`src/rtl/flag_pkg.sv`:
```
package flag_pkg;
  // Bit positions inside the packed flag vector.
  localparam int unsigned FLG_V = 0;
  localparam int unsigned FLG_C = 1;
  localparam int unsigned FLG_Z = 2;
  localparam int unsigned FLG_N = 3;
  localparam int unsigned FLG_COUNT = 4;

  typedef logic [FLG_COUNT-1:0] flag_vec_t;

  // Which update class writes which flag: 1 = also written by logic updates.
  localparam flag_vec_t LOGIC_WRITES = flag_vec_t'((1 << FLG_N) | (1 << FLG_Z));
endpackage

```
`src/rtl/flag_eval.sv`:
```
module flag_eval
  import flag_pkg::*;
#(
  parameter int unsigned WIDTH = 16
) (
  input  logic [WIDTH-1:0] op_a,
  input  logic [WIDTH-1:0] op_b,
  input  logic [WIDTH-1:0] res,
  output flag_vec_t        flags
);
  localparam int unsigned MSB = WIDTH - 1;

  logic sign_a, sign_b, sign_r, signs_differ;

  always_comb begin
    sign_a       = op_a[MSB];
    sign_b       = op_b[MSB];
    sign_r       = res[MSB];
    signs_differ = sign_a ^ sign_b;

    flags         = '0;
    flags[FLG_N]  = sign_r;
    flags[FLG_Z]  = ~|res;
    // Same signs: carry follows the shared sign. Differing: carry when result non-negative.
    flags[FLG_C]  = signs_differ ? ~sign_r : (sign_a & sign_b);
    // Overflow only possible with matching operand signs.
    flags[FLG_V]  = ~signs_differ & (sign_r ^ sign_a);
  end
endmodule

```
`src/rtl/flag_bank.sv`:
```
module flag_bank
  import flag_pkg::*;
(
  input  logic      clk,
  input  logic      rst_n,
  input  logic      upd_arith,
  input  logic      upd_logic,
  input  flag_vec_t next_flags,
  output flag_vec_t cur_flags
);
  flag_vec_t wr_en;

  always_comb begin
    for (int i = 0; i < int'(FLG_COUNT); i++)
      wr_en[i] = upd_arith | (upd_logic & LOGIC_WRITES[i]);
  end

  for (genvar g = 0; g < int'(FLG_COUNT); g++) begin : g_flag
    always_ff @(posedge clk) begin
      if (!rst_n)        cur_flags[g] <= 1'b0;
      else if (wr_en[g]) cur_flags[g] <= next_flags[g];
    end
  end

  AST_NZ_EXCL: assert property (@(posedge clk) disable iff (!rst_n)
    !(cur_flags[FLG_N] && cur_flags[FLG_Z]));

  AST_LOGIC_KEEPS_CV: assert property (@(posedge clk) disable iff (!rst_n)
    (upd_logic && !upd_arith) |=> $stable(cur_flags[FLG_C]) && $stable(cur_flags[FLG_V]));

  AST_IDLE_HOLD: assert property (@(posedge clk) disable iff (!rst_n)
    (!upd_logic && !upd_arith) |=> $stable(cur_flags));
endmodule

```
`src/rtl/adder_flag_unit.sv`:
```
module adder_flag_unit
  import flag_pkg::*;
#(
  parameter int unsigned WIDTH = 16
) (
  input  logic             clk,
  input  logic             rst_n,
  input  logic [WIDTH-1:0] op_a,
  input  logic [WIDTH-1:0] op_b,
  input  logic [WIDTH-1:0] sum_in,
  input  logic             upd_arith,
  input  logic             upd_logic,
  output logic             flag_n,
  output logic             flag_z,
  output logic             flag_c,
  output logic             flag_v
);
  localparam int unsigned MSB = WIDTH - 1;

  flag_vec_t eval_flags, held_flags;

  flag_eval #(.WIDTH(WIDTH)) u_eval (
    .op_a  (op_a),
    .op_b  (op_b),
    .res   (sum_in),
    .flags (eval_flags)
  );

  flag_bank u_bank (
    .clk        (clk),
    .rst_n      (rst_n),
    .upd_arith  (upd_arith),
    .upd_logic  (upd_logic),
    .next_flags (eval_flags),
    .cur_flags  (held_flags)
  );

  assign flag_n = held_flags[FLG_N];
  assign flag_z = held_flags[FLG_Z];
  assign flag_c = held_flags[FLG_C];
  assign flag_v = held_flags[FLG_V];

  AST_N_TRACKS_SIGN: assert property (@(posedge clk) disable iff (!rst_n)
    (upd_arith || upd_logic) |=> flag_n == $past(sum_in[MSB]));

  AST_C_BOTH_NEG: assert property (@(posedge clk) disable iff (!rst_n)
    (upd_arith && op_a[MSB] && op_b[MSB]) |=> flag_c);

  AST_C_BOTH_POS: assert property (@(posedge clk) disable iff (!rst_n)
    (upd_arith && !op_a[MSB] && !op_b[MSB]) |=> !flag_c);

  AST_V_SIGNS_DIFFER: assert property (@(posedge clk) disable iff (!rst_n)
    (upd_arith && (op_a[MSB] != op_b[MSB])) |=> !flag_v);
endmodule

```
`config.mk`:
```
export PLATFORM = sky130hd
export DESIGN_NAME = adder_flag_unit
export DESIGN_NICKNAME = d
export VERILOG_FILES = /design/src/rtl/flag_pkg.sv /design/src/rtl/flag_eval.sv /design/src/rtl/flag_bank.sv /design/src/rtl/adder_flag_unit.sv
export SDC_FILE = /design/constraint.sdc
export NUM_CORES = 1
export LEC_CHECK = 0
export ABC_AREA = 1
export BUFFER_PORTS_ARGS = -buffer_cell sky130_fd_sc_hd__buf_4
export CAP_MARGIN = 20
export CELL_PAD_IN_SITES_DETAIL_PLACEMENT = 1
export CELL_PAD_IN_SITES_GLOBAL_PLACEMENT = 1
export CORE_AREA = 2 2 41 62
export CTS_CLUSTER_SIZE = 12
export DETAILED_ROUTE_END_ITERATION = 12
export DIE_AREA = 0 0 43 64
export HOLD_SLACK_MARGIN = 0.1
export PLACE_DENSITY_LB_ADDON = 0.1
export SETUP_SLACK_MARGIN = 0.2
export SYNTH_ARGS = -nofsm -noshare
export SYNTH_HDL_FRONTEND = slang
export SYNTH_SLANG_ARGS = --single-unit
```
`constraint.sdc`:
```
create_clock -name clk -period 1.78 [get_ports clk]
set_input_delay 0.089 -clock clk [delete_from_list [all_inputs] [get_ports clk]]
set_output_delay 0.089 -clock clk [all_outputs]
set_load 0.05 [all_outputs]
```
Yosys cells after proc, flatten, opt, wreduce, memory -nomap -nowiden
Cells that the tools add are included.

Bitwise operators: 7. Reductions and logical operators: 2. Mux-type cells: 1.

Operators with widths (count): 16-bit OR reduction (1); 1-bit AND (2); 1-bit NOT (2); 1-bit bitwise XOR (2); 1-bit zero test (1); 1-bit two-way mux (1); 1-bit OR (1).

Input bits: 52. Flip-flop bits (word level): 4. Output and inout port bits: 4. Logic and storage cells: 14.

Logic depth before layout (Yosys ltp)
Word-level depth: 3. Mapped depth: 6.

Cells and area by module
A second synthesis with hierarchy kept.

Cell total of the unflattened synthesis: 55. Area, all modules: 310.3 um^2.

By module, submodules not included: flag_eval (cells each 33, instances 1, area each 157.7 um^2); flag_bank (cells each 22, instances 1, area each 152.6 um^2).

Worst setup path after synthesis
No wires, ideal clock.

Kind: register to register. Start: reg, netlist name u_bank.cur_flags[0]. End: reg u_bank.cur_flags[0]. Path buffers: 0. Required time: 1710 ps. Arrival: 868 ps. Stages on the path, launching flop included: 3. Setup time: 70 ps. Setup slack: 842 ps. Cell sequence: dfxtp_1 o21ai_0 a21oi_1.

RTL lines: to (signal, indexed assignment) (line flag_bank.sv:21) `else if (wr_en[g]) cur_flags[g] <= next_flags[g];`; to (decl) (line flag_bank.sv:9) `output flag_vec_t cur_flags`.

Final worst setup path
Start: in upd_arith. End: reg u_bank.cur_flags[2].

Cells in the longest elaborated chain, start to end: 1.

RTL lines: from (decl) (line adder_flag_unit.sv:11) `input logic upd_arith,`; 1-bit OR (line flag_bank.sv:15) `wr_en[i] = upd_arith | (upd_logic & LOGIC_WRITES[i]);`.

Every way passes these cells. A chain may end at the register's enable or synchronous reset.

==> results.txt <==
The run gives 1 as the starting DRC count in detailed routing. Of the synthesized area, sequential elements account for 34.0%. The critical path is of the in -> reg type. In this run the standard cell core region covers 2210 µm².

For the required time reported for the critical path endpoint, the log shows 1.90 ns. The reg-to-reg critical path startpoint is u_bank.cur_flags[3]. Relative to the synthesized area, the layout overhead comes to 106%.

The horizontal die dimension works out to 43 µm. Fraction of synthesized cell area in xor and xnor cells: 0%. Data arrives at the worst endpoint at 1.11 ns.

Of the total synthesized cell area, the portion taken by AND, OR, NAND and NOR gates is 35.6%. The fill cell instance count of the final layout was 282; the reported max-cap violation count was 0. Derived from the worst setup path, the maximum achievable clock frequency is 1010 MHz. The placer's final routability congestion estimate was 0.658; the max-slew violation total from the final report was 0.

The number of buffers inserted during clock tree synthesis was 3; the H-tree depth was 1. The most area-hungry cell type in the Yosys netlist was sky130_fd_sc_hd__dfxtp_1. Multiplexer cells account for 0% of the synthesized area. The tools report the proportion of power drawn by combinational gates as 30.1%. The final-layout worst hold slack is 0.109 ns. After synthesis, the largest family of logic cells by area is simple AND/OR/NAND/NOR gates. The register with the most flip-flops in the layout has 4 of them.

The maximum fanout count along the critical path came out at 6. Post-CTS repair changed the size of 0 cells. In the final layout, the share of cells above drive strength 1 is 47.7%. The routed wire length per instance was 9.58 µm; the number of vias after detailed routing was 340. The count of buffers added on input and output ports is 25. The logs give 1.11 ns for the setup slack on the worst flop-to-flop path and 120 for the count of nets after finishing. The worst-case IR drop observed on VDD is 0.296 mV. The area fraction in compound gates after synthesis is 18.6%, and the number of vias per cell is 3.86.

The worst setup path is captured at a flop. The proportion of power drawn by flip-flops and latches is 33.1%. The run gives 0.23 ns as the clock latency on the worst-skew pair. For the DRC violations left, the log shows 0. The run gives 344 as the via count of the first global-routing pass. The worst hold path was traced through 3 stages. For the initial antenna violation count, the log shows 0.

By area the synthesized netlist is led by sky130_fd_sc_hd__dfxtp_1 (34%), sky130_fd_sc_hd__nor2_1 (14%), sky130_fd_sc_hd__nand2_1 (9.6%). The run gives 7 as the pin count of the biggest net entering global routing. After global routing the overflow that remains totals 0.

The total setup buffers inserted after CTS was 0; the number of hold violations in the final report was 0. Setup violations remaining at the end of the flow were counted as 0. TritonCTS built the clock tree. Startpoint of the most critical setup path: upd_arith. Subtracting the final worst setup slack from the clock period gives 0.995 ns.

The hold-fix buffer count after cts is 1, and the worst max-slew margin expressed relative to the limit is 86.9%. The critical path startpoint category is an input port. The count of nets left with antenna violations once routing finished came out at 0. The run gives 6.53% as the total routing usage reported by global routing. The average size of a mapped cell is 6.53 µm², and the count of state elements after synthesis is 4. Counting every instance in the synthesized netlist gives 36. The longest clock path from root to sink contains 2 buffers.

For this block, the routed nets add up to 843 µm of wire. The post-synthesis cell area is 235 µm². On the final layout, the worst clock skew is 0 ns.

The run finished with clean final reports. In the layout the commonest cells are sky130_fd_sc_hd__buf_4 (25), sky130_fd_sc_hd__nor2_1 (9), sky130_fd_sc_hd__nand2_1 (6). With fillers left out, the area of the finished cells amounts to 484 µm². The count of cell types in the netlist is 12.

The number of core rows was 21; the measured slew at the worst slew-check pin was 0.195 ns. Of the total power, the share spent switching nets is 26.5%. For the worst flop-to-flop path, the logic depth is 2. The tools report the wire length of the first global-routing pass as 1380 µm. Number of inserted diodes: 0. Setup repair after global routing left no endpoint under its margin. Leaving out fill and tap cells, the most frequent cell in the layout is sky130_fd_sc_hd__buf_4. For this configuration, the core starts out at a cell density of 10.7%. Internal power comes to 0.217 mW. Of the available clock period, the critical path in the final layout requires 55.9%. Adding up every negative setup slack in the final design gives 0 ns.

The area enclosed by the die boundary is 2750 µm². The tree is rooted in a sky130_fd_sc_hd__clkbuf_4. The largest registers in the layout are u_bank.cur_flags: 4 flops.

The largest register by flop count is u_bank.cur_flags. For this design the static power due to leakage is 0.239 nW. After legalization and detailed placement, the total HPWL measured 754 µm.

Dividing total power by cell area gives a power density of 610 nW/µm². The kind of path behind the tightest hold check was in -> reg. The analysis attributes to net switching a power of 0.0784 mW. The clock network burns 36.9% of the power. The pre-antenna-repair detailed-routing pass consisted of 2 iterations.

The adder and majority cell fraction of the synthesized area was 5.32%. The number of warnings issued by yosys is 0, and the die outline height is 64 µm. Clock tree synthesis found a total of 4 sinks. Synthesis produced a netlist with a net count of 89. Clock-pin slew was measured on the worst setup and hold paths at 0.04 ns. The area fraction of the dominant cell type after synthesis is 34.0%, and the area after detailed placement is 452 µm². The I/O pin count is 56. In this run the most critical hold path is launched from rst_n.
==> worst paths after layout <==
kind / end
max: u_bank.cur_flags[2]
min: u_bank.cur_flags[1]
max reg2reg: u_bank.cur_flags[3]
min reg2reg: u_bank.cur_flags[1]
==> routing by layer <==
| metal | track usage, % | share of wire [%] | vias to the layer above |
|---|---|---|---|
| met2 | 11.6 | 51 | 21 |
| met3 | 1.98 | 16 | 0 |
| met4 | 4.55 | 0 | 0 |
| met1 | 6.15 | 33 | 143 |
| li1 | - | - | 176 |
| met5 | 0 | 0 | - |
==> cell type report <==
cell class | count | area, µm² | share of cell area [%]
clock buffers | 3 | 22.5 | 4.65
well taps | 23 | 28.8 | 5.94
flip-flops and latches | 4 | 80.1 | 16.5
repair buffers | 26 | 198 | 40.8
multi-input cells | 28 | 140 | 28.9
inverters | 4 | 15.0 | 3.10
==> logic make-up after synthesis <==
logic type	count (synthesis)
fa+ha+maj	1
flops	4
buf+inv	4
simple gates	20
compound gates	7
==> worst max-delay path, stage by stage <==
cell                            delay [ns]
sky130_fd_sc_hd__dlygate4sd3_1        0.53
sky130_fd_sc_hd__buf_4                0.16
sky130_fd_sc_hd__nor2_2               0.14
sky130_fd_sc_hd__nor2_2               0.06
sky130_fd_sc_hd__nand3_1              0.09
sky130_fd_sc_hd__a21oi_2              0.05
==> per-stage QoR <==
stage / cells / utilization [%] / total power, mW / setup slack [ns]
6_report: 88 / 21.9 / 0.295 / 0.785
2_1_floorplan: 36 / - / 0.136 / 0.842
3_5_place_dp: 84 / 20.5 / 0.188 / 0.796
3_3_place_gp: 84 / 20.5 / 0.188 / 0.784
5_1_grt: 88 / 21.9 / 0.318 / 0.675
4_1_cts: 88 / 21.9 / 0.305 / 0.771
==> power groups by stage <==
stage / clock network, mW / registers [mW] / logic, mW
finish: 0.109 / 0.0977 / 0.0889
global route: 0.122 / 0.0981 / 0.0982
CTS: 0.116 / 0.0977 / 0.0911
detailed placement: 0 / 0.0990 / 0.0891
global placement: 0 / 0.0990 / 0.0885
floorplan: 0 / 0.116 / 0.0195
==> synth_stat cells <==
| library cell | count |
|---|---|
| sky130_fd_sc_hd__nor2_2 | 2 |
| sky130_fd_sc_hd__nor3_1 | 2 |
| sky130_fd_sc_hd__dfxtp_1 | 4 |
| sky130_fd_sc_hd__a21oi_2 | 1 |
| sky130_fd_sc_hd__o21ai_0 | 2 |
| sky130_fd_sc_hd__a21oi_1 | 2 |
| sky130_fd_sc_hd__inv_1 | 4 |
| sky130_fd_sc_hd__nand3_1 | 1 |
| sky130_fd_sc_hd__ha_1 | 1 |
| sky130_fd_sc_hd__nor2_1 | 9 |
| sky130_fd_sc_hd__nand2_1 | 6 |
| sky130_fd_sc_hd__o211ai_1 | 2 |
(Power assumes the default switching activity.)
